<file path="config.mk">
export PLATFORM = sky130hd
export DESIGN_NAME = pclk_div_top
export DESIGN_NICKNAME = d
export VERILOG_FILES = /design/src/rtl/pclk_div_pkg.sv /design/src/rtl/pclk_div_encoder.sv /design/src/rtl/pclk_div_counter.sv /design/src/rtl/pclk_div_regs.sv /design/src/rtl/pclk_div_top.sv
export SDC_FILE = /design/constraint.sdc
export NUM_CORES = 1
export LEC_CHECK = 0
export ABC_AREA = 1
export BUFFER_PORTS_ARGS = -buffer_cell sky130_fd_sc_hd__buf_2
export CAP_MARGIN = 10
export CORE_MARGIN = 1.5
export CORE_UTILIZATION = 54
export DETAILED_ROUTE_END_ITERATION = 12
export PLACE_DENSITY = 0.78
export SLEW_MARGIN = 0
export SYNTH_ARGS = -nofsm -noshare
export SYNTH_HDL_FRONTEND = slang
export SYNTH_SLANG_ARGS = --single-unit
</file>
<file path="constraint.sdc">
create_clock -name clk_i -period 2.5 [get_ports clk_i]
set_input_delay 0.375 -clock clk_i [delete_from_list [all_inputs] [get_ports clk_i]]
set_output_delay 0.375 -clock clk_i [all_outputs]
set_load 0.005 [all_outputs]
</file>
<file path="src/rtl/pclk_div_pkg.sv">
package pclk_div_pkg;
  localparam int CNT_W   = 6;
  localparam int LEN_W   = CNT_W + 1;
  localparam int PER_W   = CNT_W + 2;
  localparam int WORD_W  = 14;
  localparam int NUM_DIV = 3;

  localparam logic [WORD_W-1:0] ERR_WORD    = 14'h3000;
  localparam logic [WORD_W-1:0] BYPASS_WORD = 14'h1041;
  localparam logic [WORD_W-1:0] RESET_WORD  = 14'h0041;

  localparam logic [7:0] CTRL_OFS = 8'h00;
  localparam logic [7:0] STAT_OFS = 8'h04;
  // channel 0: output, 1: feedback, 2: input divider
  localparam logic [7:0] WORD_OFS [NUM_DIV] = '{8'h08, 8'h0C, 8'h14};

  typedef struct packed {
    logic             edge_sel;
    logic             bypass;
    logic [CNT_W-1:0] high_cnt;
    logic [CNT_W-1:0] low_cnt;
  } div_cfg_t;

  // field value 0 stands for 2**CNT_W
  function automatic logic [LEN_W-1:0] cnt_len(input logic [CNT_W-1:0] f);
    return (f == '0) ? LEN_W'(1 << CNT_W) : {1'b0, f};
  endfunction
endpackage

</file>
<file path="src/rtl/pclk_div_encoder.sv">
module pclk_div_encoder
  import pclk_div_pkg::*;
#(
  parameter int RATIO_W = 8
) (
  input  logic [RATIO_W-1:0] ratio_i,
  output logic [WORD_W-1:0]  word_o,
  output logic               err_o
);
  localparam logic [RATIO_W-1:0] MAX_RATIO = RATIO_W'(1 << (CNT_W + 1));

  logic [RATIO_W-1:0] half;
  logic [RATIO_W-1:0] half_up;
  logic               legal;

  always_comb begin
    half    = ratio_i >> 1;
    half_up = half + RATIO_W'(ratio_i[0]);
    legal   = (ratio_i != '0) && (ratio_i <= MAX_RATIO);
    err_o   = ~legal;
    if (!legal) begin
      word_o = ERR_WORD;
    end else if (ratio_i == RATIO_W'(1)) begin
      word_o = BYPASS_WORD;
    end else begin
      word_o = {ratio_i[0], 1'b0, half[CNT_W-1:0], half_up[CNT_W-1:0]};
    end
  end
endmodule

</file>
<file path="src/rtl/pclk_div_counter.sv">
module pclk_div_counter
  import pclk_div_pkg::*;
(
  input  logic     clk_i,
  input  logic     rst_ni,
  input  logic     en_i,
  input  div_cfg_t cfg_i,
  output logic     clk_o,
  output logic     run_o
);
  logic             active_q, run_q, hi_q, hi_n_q;
  div_cfg_t         cfg_q;
  logic [PER_W-1:0] cnt_q, cnt_inc, period;
  logic [LEN_W-1:0] high_len, low_len;
  logic             wrap;

  always_comb begin
    if (cfg_q.bypass) begin
      high_len = LEN_W'(1);
      low_len  = LEN_W'(1);
    end else begin
      high_len = cnt_len(cfg_q.high_cnt);
      low_len  = cnt_len(cfg_q.low_cnt);
    end
    period  = PER_W'(high_len) + PER_W'(low_len);
    cnt_inc = cnt_q + 1'b1;
    wrap    = (cnt_q == period - 1'b1);
  end

  always_ff @(posedge clk_i or negedge rst_ni) begin
    if (!rst_ni) begin
      active_q <= 1'b0;
      run_q    <= 1'b0;
      hi_q     <= 1'b0;
      cnt_q    <= '0;
      cfg_q    <= '0;
    end else if (!active_q) begin
      if (en_i) begin
        active_q <= 1'b1;
        cfg_q    <= cfg_i;
        cnt_q    <= '0;
        hi_q     <= 1'b1;
      end
    end else if (wrap) begin
      cnt_q <= '0;
      if (!en_i) begin
        active_q <= 1'b0;
        run_q    <= 1'b0;
        hi_q     <= 1'b0;
      end else begin
        run_q <= 1'b1;
        hi_q  <= 1'b1;
      end
    end else begin
      cnt_q <= cnt_inc;
      hi_q  <= (cnt_inc < PER_W'(high_len));
    end
  end

  // opposite-edge copy stretches the high phase by half a reference cycle
  always_ff @(negedge clk_i or negedge rst_ni) begin
    if (!rst_ni) hi_n_q <= 1'b0;
    else         hi_n_q <= hi_q;
  end

  assign clk_o = (active_q && cfg_q.bypass) ? clk_i : (hi_q | (cfg_q.edge_sel & hi_n_q));
  assign run_o = run_q;

  assert_cnt_range_R5: assert property (@(posedge clk_i) disable iff (!rst_ni)
    active_q |-> (cnt_q < period));
  assert_idle_low_R10: assert property (@(posedge clk_i) disable iff (!rst_ni)
    !active_q |-> (!hi_q && !run_q));
  assert_run_at_wrap_R9: assert property (@(posedge clk_i) disable iff (!rst_ni)
    $rose(run_q) |-> ($past(cnt_q) == period - 1'b1));
  assert_cfg_held_R11: assert property (@(posedge clk_i) disable iff (!rst_ni)
    (active_q && $past(active_q)) |-> $stable(cfg_q));
endmodule

</file>
<file path="src/rtl/pclk_div_regs.sv">
module pclk_div_regs
  import pclk_div_pkg::*;
#(
  parameter int ADDR_W = 5,
  parameter int DATA_W = 32
) (
  input  logic                          clk_i,
  input  logic                          rst_ni,
  input  logic                          we_i,
  input  logic [ADDR_W-1:0]             addr_i,
  input  logic [DATA_W-1:0]             wdata_i,
  output logic [DATA_W-1:0]             rdata_o,
  input  logic [NUM_DIV-1:0]            run_i,
  output logic                          start_o,
  output div_cfg_t [NUM_DIV-1:0]        cfg_o
);
  logic                   start_q, status_q;
  div_cfg_t [NUM_DIV-1:0] word_q;

  always_ff @(posedge clk_i or negedge rst_ni) begin
    if (!rst_ni) begin
      start_q  <= 1'b0;
      status_q <= 1'b0;
      for (int i = 0; i < NUM_DIV; i++) word_q[i] <= div_cfg_t'(RESET_WORD);
    end else begin
      if (we_i && addr_i == ADDR_W'(CTRL_OFS)) start_q <= wdata_i[0];
      for (int i = 0; i < NUM_DIV; i++) begin
        if (we_i && addr_i == ADDR_W'(WORD_OFS[i]))
          word_q[i] <= div_cfg_t'(wdata_i[WORD_W-1:0]);
      end
      if (&run_i)       status_q <= 1'b1;
      else if (~|run_i) status_q <= 1'b0;
    end
  end

  always_comb begin
    rdata_o = '0;
    if (addr_i == ADDR_W'(CTRL_OFS)) rdata_o = DATA_W'(start_q);
    if (addr_i == ADDR_W'(STAT_OFS)) rdata_o = DATA_W'(status_q);
    for (int i = 0; i < NUM_DIV; i++) begin
      if (addr_i == ADDR_W'(WORD_OFS[i])) rdata_o = DATA_W'(word_q[i]);
    end
  end

  assign start_o = start_q;
  assign cfg_o   = word_q;

  assert_status_drop_R10: assert property (@(posedge clk_i) disable iff (!rst_ni)
    $fell(status_q) |-> $past(~|run_i));
  assert_status_rise_R9: assert property (@(posedge clk_i) disable iff (!rst_ni)
    $rose(status_q) |-> $past(&run_i));
endmodule

</file>
<file path="src/rtl/pclk_div_top.sv">
module pclk_div_top
  import pclk_div_pkg::*;
#(
  parameter int ADDR_W  = 5,
  parameter int DATA_W  = 32,
  parameter int RATIO_W = 8
) (
  input  logic               clk_i,
  input  logic               rst_ni,
  input  logic               reg_we_i,
  input  logic [ADDR_W-1:0]  reg_addr_i,
  input  logic [DATA_W-1:0]  reg_wdata_i,
  output logic [DATA_W-1:0]  reg_rdata_o,
  input  logic [RATIO_W-1:0] ratio_i,
  output logic [WORD_W-1:0]  enc_word_o,
  output logic               enc_err_o,
  output logic               out_clk_o,
  output logic               fb_clk_o,
  output logic               in_clk_o
);
  logic                   start;
  logic [NUM_DIV-1:0]     run_v, clk_v;
  div_cfg_t [NUM_DIV-1:0] cfg_v;

  pclk_div_regs #(.ADDR_W(ADDR_W), .DATA_W(DATA_W)) u_regs (
    .clk_i   (clk_i),
    .rst_ni  (rst_ni),
    .we_i    (reg_we_i),
    .addr_i  (reg_addr_i),
    .wdata_i (reg_wdata_i),
    .rdata_o (reg_rdata_o),
    .run_i   (run_v),
    .start_o (start),
    .cfg_o   (cfg_v)
  );

  for (genvar g = 0; g < NUM_DIV; g++) begin : g_chan
    pclk_div_counter u_cnt (
      .clk_i  (clk_i),
      .rst_ni (rst_ni),
      .en_i   (start),
      .cfg_i  (cfg_v[g]),
      .clk_o  (clk_v[g]),
      .run_o  (run_v[g])
    );
  end

  assign out_clk_o = clk_v[0];
  assign fb_clk_o  = clk_v[1];
  assign in_clk_o  = clk_v[2];

  pclk_div_encoder #(.RATIO_W(RATIO_W)) u_enc (
    .ratio_i (ratio_i),
    .word_o  (enc_word_o),
    .err_o   (enc_err_o)
  );

  assert_enc_legal_pair_R4: assert property (@(posedge clk_i) disable iff (!rst_ni)
    !enc_err_o |-> !(enc_word_o[13] && enc_word_o[12]));
  assert_enc_err_code_R4: assert property (@(posedge clk_i) disable iff (!rst_ni)
    enc_err_o |-> (enc_word_o == ERR_WORD));
endmodule

</file>
# == Yosys cells after proc, flatten, opt, wreduce, memory -nomap -nowiden ==
# Cells that the tools add are included.
# word_totals
regBits,122
out_inout_bits,50
wordCells,146
# classes
add_sub_neg,10
magnitude_cmp,4
n_eq_ne,9
n_mux,45
bitwise_logic,10
reduce_logical,27
# ops
operator,count
$mux W7,12
$mux W14,5
$mux W8,7
$logic_not A6 Y1,6
$add A7 B7 Y8,3
$add A8 B1 Y8 const B,3
$eq A8 B8 Y1,3
$lt A8 B7 Y1,3
$sub A8 B1 Y8 const B,3
$mux W1,21
$reduce_and A2 Y1,6
$eq A5 B4 Y1 const B,2
$eq A8 B1 Y1 const B,1
$le A8 B8 Y1 const B,1
$logic_and A1 B1 Y1,8
$reduce_bool A8 Y1,1
$add A6 B1 Y6,1
$reduce_bool A2 Y1,3
$eq A5 B3 Y1 const B,1
$eq A5 B5 Y1 const B,1
$logic_not A5 Y1,1
$not A1 Y1,4
$and A1 B1 Y1,3
$or A1 B1 Y1,3
3 further kinds,3

# == Logic depth before layout (Yosys ltp) ==
# logic_depth
depth_word,8
mapped_depth,21
depth_no_buf,20

# == Cells and area by module ==
# Synthesis repeated with hierarchy kept, for this count alone.
# hier_totals
cells_unflattened,1092
hier_area_um2,8468.1
# modules_own_cells
module,n_inst,cells_per_inst,area_per_inst_um2,seq_area_each_um2
pclk_div_regs,1,288,2254.7,1108.6
pclk_div_counter (g_chan[1].u_cnt),1,247,1951.9,650.6
pclk_div_counter (g_chan[0].u_cnt),1,251,1935.6,650.6
pclk_div_counter (g_chan[2].u_cnt),1,249,1931.9,650.6
pclk_div_encoder,1,57,394.1,0.0

==> results by group <==
Floorplanning
  • Row count: 44
  • Die Ht: 126 um
  • DIE WIDTH: approximately 130 um
  • Initial Util: 0.556
  • Core Box Area: between 10000 and 15000 um^2
  • Die area: around 16000 um^2
  • Io pins: 98

Routing
  • Drt total wl: approximately 21000 um
  • ANT nets after route: 0
  • Vias per cell: approximately 5.3
  • 1st-pass router iterations: 8
  • Drt drc: 0
  • Vias: ~7400
  • DRT iter0 DRCs: roughly 470
  • Wire per inst: between 15 and 20 um

Run status
  • Failing checks: setup timing
  • Status: finished, violations left

Setup path
  • Sequence of cells on the critical path: a21oi_2, a21oi_2, buf_2
  • Worst Path Arrival: ~2500 ps
  • Worst-path fanout max: 1
  • Crit-path most repeated cell: a21oi_2
  • Crit path from: g_chan[1].u_cnt.hi_n_q
  • Largest stage delay on the critical path: between 400 and 500 ps
  • R2R Path Start: g_chan[0].u_cnt.cfg_q[12]
  • Slowest CP cell: dfrtn_1
  • CP required: 2120 ps
  • Crit start category: register
  • WS Path Type: reg2out
  • CP Capture Type: primary output

Global route
  • Global route overflow: 0
  • First-pass GRT wire length: roughly 34000 um
  • Pin count of the biggest net entering global routing: 65
  • Antenna violations before repair: 0
  • Vias in the first global route: 7078
  • Gr usage total: 0.271

Synth
  • EDFF count, synth: 0
  • Synth Register Bits: between 100 and 150
  • Cell count after synthesis: ~1100
  • Yosys cell types: 41
  • Mapped Area: 8110 um^2
  • Synth Flop Type: dfrtp_1
  • Sequential area share after synthesis: 0.377
  • Syn avg cell area: between 7 and 8 um^2
  • Async S/R FF share, synth: 1.00
  • Syn. warnings: 0

Layout
  • Syn-to-layout area delta: 25.8%
  • Fin area: around 10000 um^2
  • N_diodes: 0
  • Sequential standard cell area: slightly above 3000 um^2
  • Multi-input gate area: about 4600 um^2
  • Nets: 1310
  • Layout cell share with drive strength beyond 1: 0.258
  • Fillers: 1050

Timing
  • Worst Setup Slack, final: -410 ps
  • Headroom to the max-slew limit: 0.462
  • Final Hold Viols: 0
  • Slew Viols, Final: 0
  • Final setup fails: 34
  • Worst hold slack: ~110 ps
  • Least-Margin Pin Slew: a little over 800 ps
  • Setup TNS: -4640 ps
  • RSZ-0062 raised after global routing: yes
  • Skew final: about 7 ps

Clock network
  • Worst-path clk slew: about 60 ps
  • CTS tree: done
  • Worst skew pair latency: about 540 ps

Pwr
  • PD cells: about 1500 nW/um^2
  • Max VDD drop: around 1.3 mV
  • Static Leak: between 5 and 6 nW

Placed design
  • Buffers on Ports: 61
  • GP Congestion: 0.867
  • DP Wirelength: between 10000 and 15000 um
  • Post-Place Cell Area: just under 9000 um^2

Run
  • Max-Cap Viols: 0

Hold path
  • Hold WC Path Type: in2reg
  • Hold Crit Start: reg_wdata_i[4]
==> what timing repair did <==
item | 4_1_cts | 5_1_grt
endpoints found under the hold margin | 11 | 0
hold buffers | 1 | 0
setup endpoints to repair | 35 | 36
gates resized for setup | 53 | 66
setup buffers | 9 | 5
pin swaps | 13 | 25
==> cells by family (layout without fill, tap and decap cells) <==
kind of cell,count (synthesis),in the layout,share of synthesized area
mux,14,14,0.0194
other cells,1,18,0.000463
buf+inv,228,350,0.117
flops,122,122,0.377
compound gates,141,141,0.0965
fa+ha+maj,67,67,0.106
simple gates,472,472,0.256
xor+xnor,25,25,0.0270
==> cell usage after synthesis, types with 3 or more instances <==
master	n	area share
nand2_1	274	0.13
inv_1	178	0.082
dfrtp_1	113	0.35
nand3_1	79	0.049
o21ai_0	67	0.041
ha_1	64	0.099
nor2_1	58	0.027
a21oi_1	27	0.017
nand2_2	21	0.016
buf_4	19	0.018
o21ai_1	18	0.011
xor2_1	16	0.017
mux2_2	14	0.019
o221ai_1	13	0.014
clkbuf_1	12	0.0056
nor3_1	11	0.0068
o22ai_1	10	0.0077
xnor2_1	9	0.0097
inv_2	8	0.0037
buf_2	6	0.0037
dfstp_2	6	0.019
nor2_2	6	0.0046
nand2_4	4	0.0056
nand4_1	4	0.0031
clkinv_1	3	0.0014
dfrtn_1	3	0.0093
fa_1	3	0.0074
o211ai_1	3	0.0028
or2_1	3	0.0023
==> cell type report <==
| cell class | count | area share |
|---|---|---|
| clock inverter | 16 | 0.0201 |
| tap | 184 | 0.0226 |
| timing repair buffer | 121 | 0.0807 |
| multi-input combinational | 737 | 0.453 |
| clock buffer | 24 | 0.0530 |
| inverter | 189 | 0.0703 |
| sequential | 122 | 0.300 |
==> worst paths after layout <==
check / end / slack [ps] / cells past startpoint
setup / recovery: fb_clk_o / -410 / 3
hold / removal: u_regs.cfg_o[4] / 110 / 3
hold reg to reg: g_chan[1].u_cnt.run_o / 480 / 2
min in group asynchronous: g_chan[2].u_cnt.cfg_q[13] / 250 / 2
max in group asynchronous: g_chan[1].u_cnt.hi_n_q / 860 / 2
setup reg to reg: g_chan[0].u_cnt.run_o / -240 / 19
==> placed cells by master (no fill, tap or decap), drive strengths merged, types with 4 or more instances in the layout <==
cell,n
nand2,299
inv,193
buf,123
dfrtp,113
o21ai,85
nand3,81
nor2,66
ha,64
a21oi,27
clkbuf,21
conb,18
xor2,16
mux2,14
nor3,14
o221ai,13
o22ai,10
xnor2,9
dfstp,6
clkinv,5
nand4,4
bufinv,4
==> worst max-delay path: cells and delay by family, from the launching register on <==
| kind | cells | cell delay, ps |
|---|---|---|
| flops | 1 | 410 |
| compound gates | 2 | 210 |
| buf+inv | 1 | 130 |
==> per-layer routing <==
metal / routed length (um) / part of all wire / vias up / GRT usage
li1: - / - / 3636 / -
met1: 8880 / 0.42 / 3445 / 0.341
met2: 10400 / 0.50 / 259 / 0.446
met3: 1040 / 0.050 / 52 / 0.0603
met4: 656 / 0.031 / 0 / 0.126
met5: 0 / 0 / - / 0
==> power breakdown <==
group / internal [mW] / switching [mW]
combinational: 3.77 / 5.08
sequential: 2.55 / 0.577
clock: 1.95 / 1.09
total: 8.27 / 6.74
==> registers in the layout, indices dropped and copies added (netlist names) <==
| signal | cells |
|---|---|
| u_regs.cfg_o | 42 |
| g_chan.u_cnt.active_q | 3 |
| g_chan.u_cnt.cnt_q | 24 |
| u_regs.status_q | 1 |
| g_chan.u_cnt.cfg_q | 42 |
| g_chan.u_cnt.run_o | 3 |
| u_regs.start_o | 1 |
| g_chan.u_cnt.hi_n_q | 3 |
| g_chan.u_cnt.hi_q | 3 |
==> metrics by stage <==
stage                util  setup slack (ps)  total power [mW]  instances
global placement    0.607             -89.8              10.4       1341
CTS                 0.679              -434              14.2       1388
global route        0.699              -435              16.3       1393
detailed placement  0.607              -167              10.6       1341
finish              0.699              -410              15.0       1393
floorplan               -             -45.7              8.78       1087
(Power assumes the default switching activity.)
